--- config.mk ---
export PLATFORM = sky130hd
export DESIGN_NAME = alu_core
export DESIGN_NICKNAME = d
export VERILOG_FILES = /design/src/rtl/alu_pkg.sv /design/src/rtl/alu_decode.sv /design/src/rtl/alu_adder.sv /design/src/rtl/alu_bitwise.sv /design/src/rtl/alu_core.sv
export SDC_FILE = /design/constraint.sdc
export NUM_CORES = 1
export LEC_CHECK = 0
export CAP_MARGIN = 40
export CORE_MARGIN = 4
export CORE_UTILIZATION = 59
export DETAILED_ROUTE_END_ITERATION = 7
export DONT_BUFFER_PORTS = 1
export PLACE_DENSITY = 0.75
export SLEW_MARGIN = 25
export SYNTH_ARGS = -nofsm -noshare
export SYNTH_HDL_FRONTEND = slang
export SYNTH_SLANG_ARGS = --single-unit
--- constraint.sdc ---
create_clock -name vclk -period 7.8
set_clock_uncertainty 0.2 [all_clocks]
set_input_delay 0.78 -clock vclk [all_inputs]
set_output_delay 0.78 -clock vclk [all_outputs]
set_load 0.02 [all_outputs]
--- src/rtl/alu_pkg.sv ---
package alu_pkg;

    localparam int unsigned DATA_W = 32;
    localparam int unsigned SEL_W  = 4;

    // Operation select encoding. Bits [3:2] = 2'b01 mark the bitwise group,
    // and bits [1:0] then pick the bitwise function inside that group.
    typedef enum logic [SEL_W-1:0] {
        SEL_ADD = 4'b0000,
        SEL_SUB = 4'b0010,
        SEL_AND = 4'b0100,
        SEL_OR  = 4'b0101,
        SEL_XOR = 4'b0110,
        SEL_NOR = 4'b0111,
        SEL_SLT = 4'b1010
    } alu_sel_e;

    typedef enum logic [1:0] {
        BW_AND = 2'b00,
        BW_OR  = 2'b01,
        BW_XOR = 2'b10,
        BW_NOR = 2'b11
    } bitwise_fn_e;

    // Decoded controls that steer the datapath.
    typedef struct packed {
        logic        invert_b;   // feed ~b and carry-in 1 to the adder
        logic        pick_sum;   // result taken from the adder
        logic        pick_bw;    // result taken from the bitwise unit
        logic        pick_slt;   // result is the sign of the difference
        bitwise_fn_e bw_fn;
    } alu_ctrl_t;

endpackage

--- src/rtl/alu_decode.sv ---
module alu_decode
    import alu_pkg::*;
#(
    parameter int unsigned SEL_WIDTH = SEL_W
) (
    input  logic [SEL_WIDTH-1:0] sel_i,
    output alu_ctrl_t            ctrl_o
);

    alu_ctrl_t ctrl_d;

    always_comb begin
        ctrl_d          = '0;
        ctrl_d.bw_fn    = bitwise_fn_e'(sel_i[1:0]);
        case (sel_i)
            SEL_ADD: begin
                ctrl_d.pick_sum = 1'b1;
            end
            SEL_SUB: begin
                ctrl_d.invert_b = 1'b1;
                ctrl_d.pick_sum = 1'b1;
            end
            SEL_AND, SEL_OR, SEL_XOR, SEL_NOR: begin
                ctrl_d.pick_bw  = 1'b1;
            end
            SEL_SLT: begin
                ctrl_d.invert_b = 1'b1;
                ctrl_d.pick_slt = 1'b1;
            end
            default: begin
                // unlisted selects: no source picked, result is all zeros
                ctrl_d.pick_sum = 1'b0;
            end
        endcase
    end

    assign ctrl_o = ctrl_d;

endmodule

--- src/rtl/alu_adder.sv ---
module alu_adder #(
    parameter int unsigned WIDTH = 32
) (
    input  logic [WIDTH-1:0] x_i,
    input  logic [WIDTH-1:0] y_i,
    input  logic             invert_i,
    output logic [WIDTH-1:0] sum_o
);

    localparam int unsigned EXT_W = WIDTH + 1;

    logic [WIDTH-1:0] y_eff_d;
    logic [EXT_W-1:0] full_d;

    always_comb begin
        y_eff_d = invert_i ? ~y_i : y_i;
        // one adder for add, subtract and compare; carry-in realises +1
        full_d  = {1'b0, x_i} + {1'b0, y_eff_d} + {{WIDTH{1'b0}}, invert_i};
    end

    // carry-out (full_d[WIDTH]) is discarded
    assign sum_o = full_d[WIDTH-1:0];

endmodule

--- src/rtl/alu_bitwise.sv ---
module alu_bitwise
    import alu_pkg::*;
#(
    parameter int unsigned WIDTH = 32
) (
    input  logic [WIDTH-1:0] x_i,
    input  logic [WIDTH-1:0] y_i,
    input  bitwise_fn_e      fn_i,
    output logic [WIDTH-1:0] out_o
);

    logic [WIDTH-1:0] out_d;

    // per-bit four-input mux keeps the logic depth to one gate plus a mux
    for (genvar i = 0; i < WIDTH; i++) begin : g_bit
        always_comb begin
            case (fn_i)
                BW_AND:  out_d[i] = x_i[i] & y_i[i];
                BW_OR:   out_d[i] = x_i[i] | y_i[i];
                BW_XOR:  out_d[i] = x_i[i] ^ y_i[i];
                default: out_d[i] = ~(x_i[i] | y_i[i]);
            endcase
        end
    end

    assign out_o = out_d;

endmodule

--- src/rtl/alu_core.sv ---
module alu_core
    import alu_pkg::*;
#(
    parameter int unsigned WIDTH     = DATA_W,
    parameter int unsigned SEL_WIDTH = SEL_W
) (
    input  logic [WIDTH-1:0]     a_in,
    input  logic [WIDTH-1:0]     b_in,
    input  logic [SEL_WIDTH-1:0] op_sel,
    output logic [WIDTH-1:0]     result_out,
    output logic                 zero_out
);

    localparam int unsigned SIGN_BIT = WIDTH - 1;

    alu_ctrl_t        ctrl;
    logic [WIDTH-1:0] sum;
    logic [WIDTH-1:0] bw_out;
    logic [WIDTH-1:0] result_d;

    alu_decode #(.SEL_WIDTH(SEL_WIDTH)) u_decode (
        .sel_i  (op_sel),
        .ctrl_o (ctrl)
    );

    alu_adder #(.WIDTH(WIDTH)) u_adder (
        .x_i      (a_in),
        .y_i      (b_in),
        .invert_i (ctrl.invert_b),
        .sum_o    (sum)
    );

    alu_bitwise #(.WIDTH(WIDTH)) u_bitwise (
        .x_i   (a_in),
        .y_i   (b_in),
        .fn_i  (ctrl.bw_fn),
        .out_o (bw_out)
    );

    // AND-OR result mux: the decoder picks at most one source
    always_comb begin
        result_d = ({WIDTH{ctrl.pick_sum}} & sum)
                 | ({WIDTH{ctrl.pick_bw}}  & bw_out)
                 | {{(WIDTH-1){1'b0}}, ctrl.pick_slt & sum[SIGN_BIT]};
    end

    assign result_out = result_d;
    assign zero_out   = ~|result_d;

endmodule

==> results by stage, run 1 <==
Run status:
- The flow ran to the end, and the final reports show no timing, DRC or antenna violations.

Finish:
- The number of flip-flops and latches is 0.
- The diode insertion count for antenna repair is 0.
- The count of clock buffers in the final design is 0.
- The synthesis-to-layout area growth is 0.284%.
- The final net count is 846.
- After routing the design area is 4870 µm².
- In the layout the commonest cells are ha_1, inv_1, nand2_1, a21oi_1, nor2_1.
- Leaving out fill and tap cells, the most frequent cell in the layout is ha_1.
- The combined flip-flop and latch cell area is 0 µm².
- The share of layout cells above drive strength 1 is 3.85%.
- The non-filler instance count after layout is 777.

Setup path:
- The type of origin of the critical path is an input port.
- At the worst endpoint, the required time is 6.82 ns.
- The critical path is of the in2out type.
- The slowest stage of the critical path is the a211oi_1 cell.
- The worst setup path is captured at an output pin.
- The signal on the critical path passes through nor3b_4, buf_4, xnor2_1, inv_1, fa_1, nand2b_1, a211o_1, a211oi_1, nor2_1, o21bai_1, mux2i_1, nand2_1, nor4_1, nand4_1, nor4_2.
- In this run the worst path has a maximum fanout of 81.
- The number of buffers and inverters on the critical path is 2.
- At the worst endpoint, the arrival time is 5.17 ns.
- For this run, the slowest stage of the critical path takes 0.57 ns.
- The gate family responsible for the most delay along the worst path is simple AND/OR/NAND/NOR gates.

STA:
- The final count of hold timing violations is 0.
- The final sum of negative setup slack is 0 ns.
- The count of pins over their slew limit was 0.
- The final hold slack is 1.64 ns.
- The relative slew slack is 39.5%.
- At the pin with the least slew margin, the transition time is 0.899 ns.
- Setup repair after global routing left no endpoint under its margin.
- Once routing completed, OpenROAD measured the worst setup slack at 1.65 ns.
- The maximum clock frequency is 163 MHz.
- For the finished layout, the period the worst path requires is 6.15 ns.
- The final number of setup-violating endpoints is 0.
- Of the available clock period, the critical path in the final layout requires 78.8%.

Clock tree:
- The setup fix buffers added after clock tree synthesis is 0.
- The number of cells upsized or downsized after cts is 0.
- The number of hold buffers added after CTS is 0.

Synthesis:
- The mapped netlist covers 4850 µm².
- The part of the Yosys area used for sequential elements is 0%.
- Sorting the synthesized cells by area gives the leading types as ha_1, xnor2_1, inv_1, a21oi_1, o21ai_0.
- Summed over its instances, the top area cell type makes up 25.8% of the synthesized netlist area.
- The average cell area after synthesis is 6.86 µm².
- In this run, distinct cell masters in the synthesized netlist total 63.
- The cell count after synthesis is 708.
- When the netlist entered floorplanning its net count stood at 877.
- The dominant cell type by area after synthesis is ha_1.
- The Yosys warning count is 0.

Detailed routing:
- Wires add up to 13,800 µm.
- The detailed-route DRC error count is 0.
- The average wire per standard cell is 17.8 µm.
- Detailed routing inserted a total of 4,990 vias.
- The DRC marker count from the first detailed-route iteration is 294.
- The total iterations of the first detailed-routing run is 5.
- The number of antenna-violating nets in the routed design is 0.
- The number of vias per cell is 6.42.

Die:
- The I/O pin total is 101.
- The initial core utilization is 61.8%.
- The die covers 9740 µm².
- The site row count is 32.
- The floorplan step defined a core boundary enclosing 7850 µm².
- The height of the die is 98.7 µm.
- The x dimension of the die is 98.7 µm.

Pwr:
- The maximum vdd drop is 0.0474 mV.
- For this design the static power due to leakage is 2.34 nW.
- Power spread over the standard cell area amounts to 80.8 nW/µm².

Placement:
- The placed instances occupy a cell area of 4860 µm².
- The count of buffers from port buffering is 0.
- The final HPWL from detailed placement is 10,700 µm.
- The number of instances in the placed design is 776.
- The last weighted congestion value of the routability-driven placer is 0.947.
- The worst setup slack after placement is 1.71 ns.

Global routing:
- Entering global routing, the biggest net connects 82 pins.
- The number of global-route vias before repair is 4,891.
- Across every metal layer, demand over resource in global routing totals 27.5%.
- The first global-routing pass estimated 23,100 µm of wire.
- The leftover overflow at the end of global routing is 0.
- The initial antenna violation count is 0.

Min path:
- The instance count along the most critical hold path is 2.
- The worst hold path class is in2out.
- The endpoint with the worst hold slack is result_out[0].
- The worst min-delay path startpoint is op_sel[3].

Flow run:
- The total of max-cap violations is 0.
==> kinds of logic after synthesis <==
| kind of cell | Yosys count | share of synthesized area [%] |
|---|---|---|
| compound gates | 219 | 30.8 |
| simple gates | 187 | 18.6 |
| buf+inv | 126 | 10.2 |
| fa+ha+maj | 101 | 26.2 |
| xor+xnor | 51 | 9.20 |
| mux | 24 | 5.05 |
==> stage by stage <==
step                util (%)  power, mW
floorplan                  -      0.322
global placement        61.9      0.378
detailed placement      62.0      0.385
CTS                     62.0      0.388
global route            62.0      0.438
finish                  62.0      0.393
==> routing by layer <==
layer | track usage [%] | vias to the layer above | share of wire [%]
met3 | 4.88 | 23 | 9.7
met5 | 0 | - | 0
met2 | 46.2 | 213 | 45
met1 | 37.4 | 2297 | 44
met4 | 4.20 | 0 | 1.6
li1 | - | 2457 | -
==> cell type report <==
class / count / area (µm²)
Inverter: 85 / 319
Tap cell: 102 / 128
Timing Repair Buffer: 8 / 50.0
Multi-Input combinational cell: 582 / 4370
Fill cell: 732 / 2980
==> worst max-delay path by stage <==
| stage | start | cells after the start | endpoint | slack, ns |
|---|---|---|---|---|
| 2_1_floorplan | op_sel[0] | 16 | zero_out | 2.14 |
| 3_3_place_gp | op_sel[0] | 15 | zero_out | 1.78 |
| 3_5_place_dp | op_sel[0] | 15 | zero_out | 1.71 |
| 4_1_cts | op_sel[0] | 15 | zero_out | 1.70 |
| 5_1_grt | op_sel[0] | 15 | zero_out | 1.33 |
| 6_report | op_sel[0] | 15 | zero_out | 1.65 |
==> synth_stat cells (10+ instances only) <==
library cell / instances
and3_1: 10
nor2_1: 49
xnor2_1: 42
clkbuf_1: 29
nand4_1: 11
inv_1: 84
mux2i_1: 20
a211oi_1: 14
ha_1: 100
o22ai_1: 11
a21oi_1: 51
a211o_1: 10
o21ai_0: 48
nand3_1: 11
o211ai_1: 10
o21a_1: 14
nand2_1: 61
==> report_power, final <==
part | leakage [nW] | switching [mW] | internal (mW) | total [mW]
Clock | 0 | 0 | 0 | 0
Sequential | 0 | 0 | 0 | 0
Combinational | 2.34 | 0.240 | 0.153 | 0.393
Total | 2.34 | 0.240 | 0.153 | 0.393
No activity file was read; power rests on OpenSTA's default activity.
==> inputs of run 2 (changes only) <==
--- a/config.mk
+++ b/config.mk
@@ -10,7 +10,7 @@
 export CORE_UTILIZATION = 59
 export DETAILED_ROUTE_END_ITERATION = 7
 export DONT_BUFFER_PORTS = 1
-export PLACE_DENSITY = 0.75
+export PLACE_DENSITY = 0.78
 export SLEW_MARGIN = 25
 export SYNTH_ARGS = -nofsm -noshare
 export SYNTH_HDL_FRONTEND = slang
==> constraint.sdc (replaced) <==
create_clock -name vclk -period 5.3
set_clock_uncertainty 0.2 [all_clocks]
set_input_delay 0.53 -clock vclk [all_inputs]
set_output_delay 0.53 -clock vclk [all_outputs]
set_load 0.02 [all_outputs]
==> results by stage, run 2 (synthesis gave the netlist of run 1 again) <==
STA:
- The tightest hold path in the finished design has a slack of 1.19 ns.
- The final count of hold timing violations is 0.
- Once routing completed, OpenROAD measured the worst setup slack at 0.315 ns.
- Setup repair after global routing left no endpoint under its margin.
- The maximum clock frequency is 201 MHz.
- Headroom to the max-slew limit came out at 42.7%.
- Summed over all failing endpoints, the final setup total negative slack is 0 ns.
- At the pin with the least slew margin, the transition time is 0.855 ns.
- The final number of setup-violating endpoints is 0.
- The count of pins over their slew limit was 0.
- The worst path uses 94.1% of the clock period.
- The post-route minimum period is 4.98 ns.

Detailed routing:
- Summed over all layers, the routed wires come to 14,200 µm.
- The average wire per standard cell is 17.8 µm.
- In this run, the number of DRC markers left after iteration 0 of detailed routing was 306.
- Using the TritonRoute via totals, the vias-per-cell ratio works out to 6.37.
- The total iterations of the first detailed-routing run is 5.
- The detailed router placed 5,077 vias in this run.
- The number of antenna-violating nets in the routed design is 0.
- In the routed design, unresolved DRC markers number 0.

Placement:
- The last weighted congestion value of the routability-driven placer is 0.948.
- The count of buffers from port buffering is 0.
- The worst setup slack after placement is 0.357 ns.
- The final HPWL from detailed placement is 11,500 µm.

Die:
- The I/O pin total is 101.
- The die outline area is 9740 µm².
- After floorplanning, the core was divided into 32 placement rows.
- The core region is 7850 µm².
- The x dimension of the die is 98.7 µm.
- Once the floorplan was initialized, standard cells occupied 61.8% of the core.
- The floorplan step set the die height to 98.7 µm.

Finish:
- The share of layout cells above drive strength 1 is 6.91%.
- There are 0 flip-flops and latches.
- The library cells used most frequently in the layout, excluding fill and tap cells, are ha_1, inv_1, nand2_1, a21oi_1, nor2_1.
- The diode insertion count for antenna repair is 0.
- The sequential cells in the finished layout cover a total of 0 µm².
- The count of filler cells inserted in the layout is 763.
- The synthesis-to-layout area growth is 3.58%.
- The layout has 0 clock buffers.
- The final net count is 866.
- The most common cell after layout, fill and taps aside is ha_1.

Global routing:
- The first global-routing pass estimated 23,200 µm of wire.
- The number of global-route vias before repair was 4,866.
- The initial antenna violation count is 0.
- The leftover overflow at the end of global routing is 0.
- The pin count of the biggest net entering global routing is 82.
- The global routing usage summed across all routing layers is 27.8%.

Setup path:
- The capturing element type of the critical path is an output pin.
- The worst setup path is launched from an input port.
- The largest driver fanout on the critical path is 81.
- STA puts the critical path data arrival time at 4.25 ns.
- For the worst setup path, the data required time is 4.57 ns.
- By startpoint and endpoint, the worst setup path is classified as in2out.
- Tracing the worst setup path back leads to its startpoint at op_sel[0].

Pwr:
- The leakage power figure is 2.45 nW.
- The power per cell area is 120 nW/µm².
- IR analysis of the VDD net gives a maximum drop of 0.0569 mV.

Run status:
- The run finished with clean final reports.

Clock tree:
- After clock tree synthesis, the flow added hold-fix buffers numbering 0.
- The number of cells upsized or downsized after cts is 0.
- Post-CTS timing repair inserted 0 buffers for setup.

Min path:
- The worst hold path class is in2out.
- The worst min-delay path startpoint is op_sel[1].

Flow run:
- The total of max-cap violations is 0.
run 2: changes by cell type in the layout (fill, tap and decap cells not counted), sizes merged:
cell	change
clkbuf	-1
buf	+21
run 2: area by class of cell:
class              count  area (µm²)  area share, %
inverters             85         319           6.35
well taps            102         128           2.54
multi-input cells    582        4370           86.9
repair buffers        28         210           4.18
run 2: per-layer routing:
metal  vias to the layer above  global-route usage [%]  wire [µm]
li1                       2503                       -          -
met1                      2316                    37.6       6100
met2                       239                    47.5       6430
met3                        19                    4.67       1460
met4                         0                    3.47        224
met5                         -                       0          0
run 2: stage by stage:
stage / cells / power (mW) / cell area (µm²) / util, %
3_5_place_dp: 797 / 0.592 / 5030 / 64.1
3_3_place_gp: 797 / 0.580 / 5030 / 64.1
6_report: 797 / 0.604 / 5030 / 64.1
5_1_grt: 797 / 0.665 / 5030 / 64.1
2_1_floorplan: 708 / 0.474 / 4850 / -
4_1_cts: 797 / 0.595 / 5030 / 64.1
run 2: worst max-delay path, cell delays in order:
cell and delay [ns]:
nor3b_4 0.24, buf_4 0.32, xnor2_1 0.16, ha_1 0.29
a21oi_1 0.28, o21ai_0 0.16, o2111a_1 0.27, a211o_1 0.26
nand4b_1 0.19, a2111oi_0 0.48, nand4_1 0.20, nor4_2 0.33
nand4_1 0.19, nor4_2 0.17, buf_4 0.18
run 2: report_power, final:
group	internal (mW)	switching [mW]	leakage [nW]
Sequential	0	0	0
Clock	0	0	0
Combinational	0.244	0.360	2.45
Total	0.244	0.360	2.45
run 2: final timing paths:
check | endpoint | depth (start not counted)
max | zero_out | 15
min | result_out[2] | 2
==> inputs of run 3 (changes only) <==
--- a/config.mk
+++ b/config.mk
@@ -11,6 +11,7 @@
 export DETAILED_ROUTE_END_ITERATION = 7
 export DONT_BUFFER_PORTS = 1
 export PLACE_DENSITY = 0.78
+export RECOVER_POWER = 25
 export SLEW_MARGIN = 25
 export SYNTH_ARGS = -nofsm -noshare
 export SYNTH_HDL_FRONTEND = slang
==> results by stage, run 3 (synthesis gave the netlist of run 1 again) <==
Finish:
- The count of filler cells inserted in the layout is 764.
- The count of clock buffers in the final design is 0.
- The number of flip-flops and latches is 0.
- The combined flip-flop and latch cell area is 0 µm².
- For this run, the number of standard cells in the final layout without fillers is 797.
- The post-route netlist has 6.62% of its cells at a drive strength greater than 1.
- The diode insertion count for antenna repair is 0.
- The synthesis-to-layout area growth is 3.43%.
- The final net count is 866.
- In the layout the commonest cells are ha_1, inv_1, nand2_1, a21oi_1, nor2_1.
- The multi-input logic area is 4370 µm².
- The utilization after layout is 64.0%.
- The most common cell after layout, fill and taps aside is ha_1.

Placement:
- After legalization and detailed placement, the total HPWL measured 11,500 µm.
- The number of instances in the placed design is 797.
- Timing analysis after detailed placement gives a worst setup slack of 0.357 ns.
- The congestion estimate from routability-driven global placement came to 0.948.
- The count of buffers from port buffering is 0.

Detailed routing:
- The final layout contains routed wiring with a total length of 14,300 µm.
- The routed layout has 5,094 vias.
- After detailed routing, the average wire length per cell comes to 17.9 µm.
- The number of vias per cell is 6.39.
- After the first detailed-routing iteration, the DRC count stood at 305.
- The count of nets left with antenna violations once routing finished came out at 0.
- The detailed-route DRC error count is 0.
- For this run, the detailed router's first-pass iteration total came to 5.

Die:
- Once the floorplan was initialized, standard cells occupied 61.8% of the core.
- The site row count is 32.
- The die covers 9740 µm².
- The x dimension of the die is 98.7 µm.
- The total core area is 7850 µm².
- The I/O pin total is 101.
- The height of the die is 98.7 µm.

Setup path:
- The required time reported for the critical path endpoint is 4.57 ns.
- The largest driver fanout on the critical path is 81.
- STA puts the critical path data arrival time at 4.26 ns.
- The type of origin of the critical path is an input port.
- The worst setup path is of the in2out kind.
- The cell with the largest stage delay on the worst path is a2111oi_0.
- In this design, the stage delay of the slowest critical-path cell is 0.49 ns.
- STA classifies the critical path endpoint as an output pin.
- Traced cell by cell, the critical path runs through nor3b_4, buf_4, xnor2_1, ha_1, a21oi_1, o21ai_0, o2111a_1, a211o_1, nand4b_1, a2111oi_0, nand4_1, nor4_2, nand4_1, nor4_2, buf_4.

STA:
- Derived from the worst setup path, the maximum achievable clock frequency is 200 MHz.
- The portion of the clock cycle consumed by the worst path in the final layout is 94.1%.
- At the pin with the least slew margin, the transition time is 0.877 ns.
- Setup repair after global routing left no endpoint under its margin.
- The final count of hold timing violations is 0.
- Headroom to the max-slew limit came out at 41.2%.
- For the finished layout, the period the worst path requires is 4.99 ns.
- The count of pins over their slew limit is 0.
- Setup slack closes at 0.312 ns.
- Adding up every negative setup slack in the final design gives 0 ns.
- The final hold slack is 1.19 ns.
- The final number of setup-violating endpoints is 0.

Global routing:
- The number of global-route vias before repair is 4,866.
- Global routing finished with a remaining overflow of 0.
- The first global-routing pass estimated 23,200 µm of wire.
- Entering global routing, the biggest net connects 82 pins.
- Global routing consumed, over all layers together, 27.8% of the routing resources.
- The initial antenna violation count came to 0.

Pwr:
- The power per cell area is 120 nW/µm².
- Summed over all cells, the static leakage comes to 2.44 nW.
- The maximum vdd drop is 0.0569 mV.

Min path:
- The worst hold path belongs to the class in2out.
- The instance count along the most critical hold path is 2.
- The worst hold path terminates at result_out[2].
- In this run the most critical hold path is launched from op_sel[1].

Flow run:
- Max-cap violations in this run came to 0.

Clock tree:
- Post-CTS timing repair inserted 0 buffers for setup.
- The number of gates resized after CTS was 0.
- The number of hold buffers added after CTS is 0.

Run status:
- The run finished with clean final reports.
[run 3: cell count changes in the layout (fill, tap and decap cells not counted), sizes merged]
cell    change
buf         -2
clkbuf      +2
[run 3: worst max-delay path, delay by kind of cell]
kind,cells,cell delay (ns)
compound gates,5,1.44
fa+ha+maj,1,0.29
simple gates,6,1.32
buf+inv,2,0.50
xor+xnor,1,0.16
[run 3: worst max path at each step]
stage,startpoint,endpoint
2_1_floorplan,op_sel[0],zero_out
3_3_place_gp,op_sel[0],zero_out
3_5_place_dp,op_sel[0],zero_out
4_1_cts,op_sel[0],zero_out
5_1_grt,op_sel[0],zero_out
6_report,op_sel[0],zero_out
[run 3: layout make-up]
type | count | share of cell area [%]
inverters | 85 | 6.36
multi-input cells | 582 | 87.1
well taps | 102 | 2.54
repair buffers | 28 | 4.04
[run 3: metal layers]
metal	vias up	GRT usage (%)	part of all wire [%]
met3	25	4.67	9.5
met2	239	47.5	45
met1	2332	37.6	44
met5	-	0	0
met4	0	3.47	1.6
li1	2498	-	-
[run 3: where the power goes]
part / internal (mW) / total (mW) / leakage, nW / switching (mW)
clock network: 0 / 0 / 0 / 0
logic: 0.243 / 0.603 / 2.44 / 0.360
registers: 0 / 0 / 0 / 0
total: 0.243 / 0.603 / 2.44 / 0.360
[run 3: through the flow]
step	instance area, µm²	total power [mW]
6_report	5020	0.603
5_1_grt	5020	0.664
4_1_cts	5030	0.595
3_5_place_dp	5030	0.592
3_3_place_gp	5030	0.580
2_1_floorplan	4850	0.474
